===== src/rtl/usbh_irq_status.sv =====
module usbh_irq_status #(
  parameter int NPORTS = 2
) (
  input  logic              clk,
  input  logic              rst_n,
  input  logic              reg_wr,
  input  logic              reg_sel,
  input  logic [15:0]       reg_wdata,
  output logic [15:0]       reg_rdata,
  input  logic              td_retire,
  input  logic              td_ioc,
  input  logic              short_pkt,
  input  logic              xact_err,
  input  logic              sys_err,
  input  logic              adv_doorbell,
  input  logic              async_advanced,
  input  logic              run_stop,
  input  logic              exec_idle,
  input  logic [13:0]       frame_index,
  input  logic [1:0]        list_size,
  input  logic [NPORTS-1:0] port_handed,
  input  logic [NPORTS-1:0] port_change,
  input  logic [NPORTS-1:0] port_resume,
  input  logic [NPORTS-1:0] port_conn_chg,
  output logic              irq
);
  localparam int NSRC = 6;

  logic [NSRC-1:0]   sts, en, set_v, clr_v;
  logic              halted, door_pend, wrap_q;
  logic [NPORTS-1:0] chg_q, res_q, csc_q;

  wire wrap_bit = (list_size == 2'd0) ? frame_index[13] :
                  (list_size == 2'd1) ? frame_index[12] : frame_index[11];
  wire rollover = wrap_q & ~wrap_bit;

  wire [NPORTS-1:0] own_rise  = ((port_change & ~chg_q) | (port_resume & ~res_q)) & ~port_handed;
  wire [NPORTS-1:0] away_rise = port_conn_chg & ~csc_q & port_handed;
  wire port_hit = |(own_rise | away_rise);
  wire adv_hit  = door_pend & async_advanced;

  assign set_v = {adv_hit, sys_err, rollover, port_hit, xact_err, (td_retire & td_ioc) | short_pkt};
  assign clr_v = (reg_wr && !reg_sel) ? reg_wdata[NSRC-1:0] : '0;

  always_ff @(posedge clk) begin
    if (!rst_n) begin
      sts       <= '0;
      en        <= '0;
      halted    <= 1'b0;
      door_pend <= 1'b0;
      wrap_q    <= 1'b0;
      chg_q     <= '0;
      res_q     <= '0;
      csc_q     <= '0;
      irq       <= 1'b0;
    end else begin
      sts       <= (sts & ~clr_v) | set_v;
      if (reg_wr && reg_sel) en <= reg_wdata[NSRC-1:0];
      halted    <= ~run_stop & exec_idle;
      door_pend <= adv_doorbell | (door_pend & ~async_advanced);
      wrap_q    <= wrap_bit;
      chg_q     <= port_change;
      res_q     <= port_resume;
      csc_q     <= port_conn_chg;
      irq       <= |(sts & en);
    end
  end

  assign reg_rdata = reg_sel ? {10'b0, en} : {3'b0, halted, 6'b0, sts};
endmodule



===== config.mk =====
export PLATFORM = sky130hd
export DESIGN_NAME = usbh_irq_status
export DESIGN_NICKNAME = d
export VERILOG_FILES = /design/src/rtl/usbh_irq_status.sv
export SDC_FILE = /design/constraint.sdc
export NUM_CORES = 1
export LEC_CHECK = 0
export BUFFER_PORTS_ARGS = -buffer_cell sky130_fd_sc_hd__buf_2
export CORE_MARGIN = 2
export CORE_UTILIZATION = 39
export DETAILED_ROUTE_END_ITERATION = 8
export GPL_TIMING_DRIVEN = 0
export PLACE_DENSITY_LB_ADDON = 0.25
export SLEW_MARGIN = 25
export SYNTH_ARGS = -nofsm -noshare
export SYNTH_HDL_FRONTEND = slang
export SYNTH_SLANG_ARGS = --single-unit

===== constraint.sdc =====
create_clock -name clk -period 2.1 [get_ports clk]
set_clock_uncertainty 0.2 [all_clocks]
set_input_delay 0.63 -clock clk [delete_from_list [all_inputs] [get_ports clk]]
set_output_delay 0.63 -clock clk [all_outputs]
set_load 0.02 [all_outputs]

Word level (Yosys, flattened, before mapping)
Index checks and enable logic that the tools add are counted.
{ "op_classes": {"reduce_logical": 6, "mux": 4, "eq_ne": 1, "bitwise": 25} }
{ "ops": {"columns": ["cell", "n"], "rows": [
  ["$mux W13", 1],
  ["$and A6 B6 Y6", 2],
  ["$and A2 B2 Y2", 5],
  ["$not A2 Y2", 4],
  ["$mux W6", 1],
  ["$not A6 Y6", 1],
  ["$or A6 B6 Y6", 1],
  ["$reduce_or A6 Y1", 1],
  ["$and A1 B1 Y1", 5],
  ["$or A2 B2 Y2", 2],
  ["$not A1 Y1", 3],
  ["$eq A2 B1 Y1 const B", 1],
  ["$logic_and A1 B1 Y1", 2],
  ["$logic_not A2 Y1", 1],
  ["$mux W1", 2],
  ["$or A1 B1 Y1", 2],
  ["$reduce_or A2 Y1", 1],
  ["$logic_not A1 Y1", 1]
]} }
{ "word_totals": {"wordCells": 45, "in_bits": 53, "ff_bits": 22} }

Longest topological paths before layout
Gate-level depths: netlist of the first run.
{ "depth": {"word_depth": 7, "mapped_depth": 5, "mapped_depth_nobuf": 4} }

Least setup slack after synthesis of the first run
OpenSTA, ideal clock, no wires.
{ "synth_path": {"kind": "input port to output port", "start": "input reg_sel", "end": "output reg_rdata[0]", "path_slack_ns": -0.074, "arrival_ns": 1.344, "cell_stages": 3, "path_cell_list": "buf_4 buf_2 mux2_2"} }
{ "synth_via": {"elab_chain_len": 1} }
{ "synth_lines": {"columns": ["item", "line", "text"], "rows": [
  ["start: declaration", "7", "input logic reg_sel,"],
  ["$mux W13", "69", "assign reg_rdata = reg_sel ? {10'b0, en} : {3'b0, halted, 6'b0, sts};"],
  ["end: declaration", "9", "output logic [15:0] reg_rdata,"]
]} }
Every way passes these cells.

Final worst setup path of the first run
{ "layout_path": {"start": "input reg_sel", "end": "output reg_rdata[3]"} }
The elaborated chain is that of the path after synthesis.

==> impl_metrics.env, run 1 <==
export IMPL_arrival_ns=1.25
export IMPL_drtPass1Iterations=4
export IMPL_nets=215
export IMPL_clock_path_buffers=2
export IMPL_holdCritPathClass="flip-flop to flip-flop"
export IMPL_place_congestion=0.811
export IMPL_busiest_layer="met2"
export IMPL_drcViolationCount=0
export IMPL_grtUsageTotal_pct=15.9
export IMPL_grt_pass1_vias=774
export IMPL_fin_crit_ns=2.08
export IMPL_combPwrFrac_pct=19.7
export IMPL_grt_pass1_wl_um=3290
export IMPL_cts_hold_buf=0
export IMPL_fmax_mhz=481
export IMPL_synth_top_cell_area_share_pct=45.6
export IMPL_whs_endpoint="sts[3]"
export IMPL_rr_endpoint="sts[2]"
export IMPL_status="finished clean"
export IMPL_switching_power_mw=0.218
export IMPL_cts_sinks=22
export IMPL_ys_warn_count=0
export IMPL_syn2layout_area_growth_pct=35.6
export IMPL_setup_viol=0
export IMPL_vias_per_cell=4.54
export IMPL_die_w_um=53.8
export IMPL_vias=867
export IMPL_setup_ws_ns=0.0201
export IMPL_diodes=0
export IMPL_num_rows=18
export IMPL_finalHoldViolCount=0
export IMPL_crit_type="input port to output port"
export IMPL_reg2reg_from="chg_q[1]"
export IMPL_cp_max_fo=10
export IMPL_ys_seq_elements=22
export IMPL_antenna_found_initial=0
export IMPL_overflow=0
export IMPL_dieArea_um2=2890
export IMPL_yosys_cell_types_count=23
export IMPL_root_buffer="clkbuf_4"
export IMPL_grt_met1_usage_pct=18.0
export IMPL_pre_cts_slack_ns=-0.179
export IMPL_initial_utilization_pct=40.1
export IMPL_core_area_um2=2410
export IMPL_hpwl_um=1590
export IMPL_p_int_mw=0.631
export IMPL_cp_required_ns=1.27
export IMPL_clkPwrFrac_pct=26.8
export IMPL_synth_top_cell_by_area="dfxtp_1"
export IMPL_syn_avg_cell_area_um2=8.70
export IMPL_leakage_nw=0.640
export IMPL_wire_per_inst_um=11.0
export IMPL_n_fill_cell=229
export IMPL_ant_nets=0
export IMPL_cp_start_kind="input port"
export IMPL_io_pins=70
export IMPL_syn_cell_area_um2=966
export IMPL_grt_use_met2_pct=28.0
export IMPL_synth_yosys_seq_area_share_pct=45.6
export IMPL_io_buffers=37
export IMPL_drive_above_1_share_pct=39.8
export IMPL_crit_path_start="reg_sel"
export IMPL_r2r_worst_path_cells=4
export IMPL_syn_inst=111
export IMPL_irDropWorstVdd_v=0.000425
export IMPL_final_common_cell="buf_2"
export IMPL_wirelength_um=2100
export IMPL_cap_viol_max_count=0
export IMPL_ff2ff_setup_slack_ns=1.01
export IMPL_gr_usage_met3_pct=3.06
export IMPL_cts_buffers=3
export IMPL_mostFrequentLayoutCells="34 x buf_2, 22 x dfxtp_1, 15 x nand2_1"
export IMPL_holdCritStartpoint="wrap_q"
export IMPL_postLayoutCellArea_um2=1310
export IMPL_cts_tree="done"
export IMPL_path_clk_slew_ns=0.11
export IMPL_synth_area_leaders="dfxtp_1 46%, buf_4 8.5%, mux2_2 7.0%"
export IMPL_min_period_over_period_pct=99.0
export IMPL_setup_worst_path_end_class="output port"
export IMPL_powerDensity_nw_per_um2=648
export IMPL_slew_viol_final=0
export IMPL_min_path_cells=2
export IMPL_switching_share_pct=25.7
export IMPL_drt_iter0_drc=10
export IMPL_rsz0062_at_grt="no"
export IMPL_power_frac_seq_pct=53.5
export IMPL_place_area_um2=1220
export IMPL_die_h_um=53.8
export IMPL_htree_levels=1
export IMPL_clkLatencyLatePin_ns=0.30
export IMPL_grt_max_degree=13
layout make-up:
class	count	area (um^2)	area share (%)
tap	30	37.5	2.87
clock buffer	4	36.3	2.77
multi-input combinational	79	455	34.8
timing repair buffer	39	221	16.9
inverter	5	18.8	1.43
sequential	22	440	33.6
buffer	12	100	7.64
cell families (layout without fill, tap and decap cells):
group / Yosys count / after routing / share of synthesized area [%]
compound gates: 23 / 23 / 14.4
buf+inv: 18 / 60 / 11.5
flops: 22 / 22 / 45.6
mux: 7 / 7 / 8.03
other cells: 1 / 9 / 0.388
simple gates: 40 / 40 / 20.1
worst max path at each step:
stage | end | slack (ns)
global route | reg_rdata[4] | 0.007
CTS | reg_rdata[2] | -0.03
detailed placement | reg_rdata[2] | -0.18
floorplan | reg_rdata[0] | -0.03
finish | reg_rdata[3] | 0.02
global placement | reg_rdata[2] | -0.19
metal layers:
layer | routed length (um) | vias up
met5 | 0 | -
met4 | 40 | 0
met3 | 131 | 5
met2 | 1060 | 25
met1 | 862 | 384
li1 | - | 453
sequential cells by signal, summed over array words and instances (netlist names):
| register | cells |
|---|---|
| en | 6 |
| sts | 6 |
| chg_q | 2 |
| csc_q | 2 |
| res_q | 2 |
| door_pend | 1 |
| halted | 1 |
| irq | 1 |
| wrap_q | 1 |
what timing repair did:
action,CTS,global route
endpoints found under the hold margin,0,0
setup endpoints to repair,5,4
buffers inserted,2,0
gates resized for setup,15,0
critical path, stage by stage:
cell and delay, ns:
buf_12 0.11, mux2_2 0.35, buf_2 0.16
per-stage QoR:
stage	TNS, ns	utilization, %	instances	hold WS (ns)	power (mW)
after floorplan	-0.0907	-	119	0.221	0.562
after global placement	-0.545	50.7	186	0.229	0.613
after detailed placement	-0.536	50.7	186	0.239	0.617
after CTS	-0.0814	55.0	192	0.257	0.861
after global routing	0	54.4	191	0.255	0.896
final	0	54.4	191	0.255	0.849
cells in the mapped netlist:
cell	count
a221oi_2	1
nor2_1	8
and2_1	4
a21oi_1	11
inv_1	4
nor2b_1	1
nand3_1	7
nand2b_1	2
conb_1	1
o22ai_1	1
buf_4	11
inv_2	1
o21ai_0	4
nand3b_1	1
dfxtp_1	22
nand2_1	15
mux2i_1	1
mux2_2	6
a31oi_1	2
buf_2	2
nor3b_1	1
a22oi_1	4
nor2b_4	1
power groups by stage:
stage / logic (mW) / registers (mW) / clock network, mW
3_3_place_gp: 0.150 / 0.463 / 0
5_1_grt: 0.185 / 0.458 / 0.253
3_5_place_dp: 0.153 / 0.464 / 0
4_1_cts: 0.172 / 0.455 / 0.235
6_report: 0.168 / 0.454 / 0.227
2_1_floorplan: 0.100 / 0.462 / 0
Power figures use the tool's default switching activity.
==> inputs of run 2 (changes only) <==
BUFFER_PORTS_ARGS = not set   (was -buffer_cell sky130_fd_sc_hd__buf_2)
CORE_UTILIZATION = 59   (was 39)
DONT_BUFFER_PORTS = 1   (was not set)
==> run 2 against run 1 <==
Net effect:
- via count fell by 13%
- clock power rose by 41%
- core utilization rose by 18 points
- total power rose by 5.7%
- count of clock-buffer cells in the layout fell by 1
- sequential power barely moved
- maximum frequency fell by 0.35%
- routed wire length fell by 9.6%
- final area fell by 15%
- critical path type unchanged
==> impl_metrics.env, run 2 (synthesis results as in run 1) <==
export IMPL_rsz0062_at_grt="no"
export IMPL_ant_nets=0
export IMPL_irDropWorstVdd_v=0.000648
export IMPL_drtPass1Iterations=4
export IMPL_grt_pass1_vias=733
export IMPL_slowest_stage="mux2_4"
export IMPL_grt_max_degree=14
export IMPL_grtUsageTotal_pct=21.4
export IMPL_cp_required_ns=1.27
export IMPL_cp_top_family="multiplexers"
export IMPL_finalHoldViolCount=0
export IMPL_leakage_nw=0.492
export IMPL_mostFrequentLayoutCells="22 x dfxtp_1, 15 x nand2_1, 13 x buf_4"
export IMPL_setup_ws_ns=0.0129
export IMPL_setup_viol=0
export IMPL_holdCritPathClass="input port to flip-flop"
export IMPL_diodes=0
export IMPL_dp_cells=135
export IMPL_path_clk_slew_ns=0.12
export IMPL_arrival_ns=1.26
export IMPL_drcViolationCount=0
export IMPL_antenna_found_initial=0
export IMPL_setup_worst_path_end_class="output port"
export IMPL_cts_sinks=22
export IMPL_syn2layout_area_growth_pct=14.6
export IMPL_wire_per_inst_um=13.4
export IMPL_io_pins=70
export IMPL_min_period_over_period_pct=99.4
export IMPL_vias_per_cell=5.37
export IMPL_path_cells="buf_4 -> buf_8 -> mux2_4"
export IMPL_status="finished clean"
export IMPL_cts_buffers=3
export IMPL_overflow=0
export IMPL_nets=179
export IMPL_tns_ns=0
export IMPL_multi_input_area_um2=458
export IMPL_fmax_mhz=479
export IMPL_hpwl_um=1370
export IMPL_num_rows=14
export IMPL_io_buffers=0
export IMPL_cp_buffers_inverters=2
export IMPL_cts_tree="done"
export IMPL_core_area_um2=1520
export IMPL_root_buffer="clkbuf_4"
export IMPL_clock_path_buffers=2
export IMPL_vias=757
export IMPL_initial_utilization_pct=63.4
export IMPL_htree_levels=1
export IMPL_power_mw=0.898
export IMPL_wirelength_um=1900
export IMPL_cp_max_fo=6
export IMPL_grt_use_met2_pct=35.9
export IMPL_drt_iter0_drc=14
export IMPL_final_cell_count_no_fill=141
export IMPL_dieArea_um2=1980
export IMPL_slew_viol_final=0
export IMPL_reg_top3="en x6, sts x6"
export IMPL_slowest_delay_ns=0.34
export IMPL_powerDensity_nw_per_um2=811
export IMPL_fin_crit_ns=2.09
export IMPL_cp_start_kind="input port"
export IMPL_n_fill_cell=130
export IMPL_die_w_um=44.5
export IMPL_busiest_layer="met2"
export IMPL_pre_cts_slack_ns=-0.0975
export IMPL_drive_above_1_share_pct=23.2
export IMPL_clkLatencyLatePin_ns=0.30
export IMPL_final_common_cell="dfxtp_1"
export IMPL_register_area_um2=440
export IMPL_gr_usage_met3_pct=5.71
export IMPL_grt_pass1_wl_um=3070
export IMPL_cap_viol_max_count=0
export IMPL_grt_met1_usage_pct=25.3
export IMPL_place_congestion=0.810
export IMPL_die_h_um=44.5
export IMPL_cts_hold_buf=0
export IMPL_crit_type="input port to output port"
## run 2: cell count changes in the layout (fill, tap and decap cells not counted), sizes merged
| cell | previous run | this run |
|---|---|---|
| buf | 51 | 15 |
| bufinv | 0 | 1 |
| clkbuf | 4 | 3 |
## run 2: path summary, 6_finish.rpt
path / from / to / slack, ns / depth (start not counted)
max reg2reg: chg_q[1] / sts[2] / 1.05 / 4
max: reg_sel / reg_rdata[2] / 0.01 / 3
min reg2reg: wrap_q / sts[3] / 0.25 / 2
min: run_stop / halted / 0.19 / 1
## run 2: layout make-up
| type | instances | area share, % |
|---|---|---|
| Clock buffer | 3 | 2.03 |
| Clock inverter | 1 | 2.71 |
| Timing Repair Buffer | 2 | 1.36 |
| Inverter | 5 | 1.69 |
| Multi-Input combinational cell | 79 | 41.4 |
| Sequential cell | 22 | 39.8 |
| Buffer | 13 | 9.27 |
| Tap cell | 16 | 1.81 |
## run 2: per-layer routing
metal / up-vias / wire (um)
met1: 339 / 787
met2: 32 / 926
met5: - / 0
met3: 2 / 163
met4: 0 / 18
li1: 384 / -
## run 2: timing repair
item,4_1_cts,5_1_grt
gates resized for setup,5,1
endpoints found under the hold margin,0,0
setup buffers,2,0
setup endpoints to repair,4,1
## run 2: per-stage QoR
stage | hold slack (ns) | utilization (%) | cell area [um^2]
2_1_floorplan | 0.221 | - | 998
3_3_place_gp | 0.229 | 66.8 | 1020
3_5_place_dp | 0.237 | 66.8 | 1020
4_1_cts | 0.181 | 72.5 | 1100
5_1_grt | 0.165 | 72.7 | 1110
6_report | 0.186 | 72.7 | 1110
## run 2: power breakdown
group,total (mW),switching [mW],internal (mW)
Clock,0.320,0.127,0.193
Combinational,0.121,0.0665,0.0543
Sequential,0.456,0.0148,0.442
Total,0.898,0.209,0.689
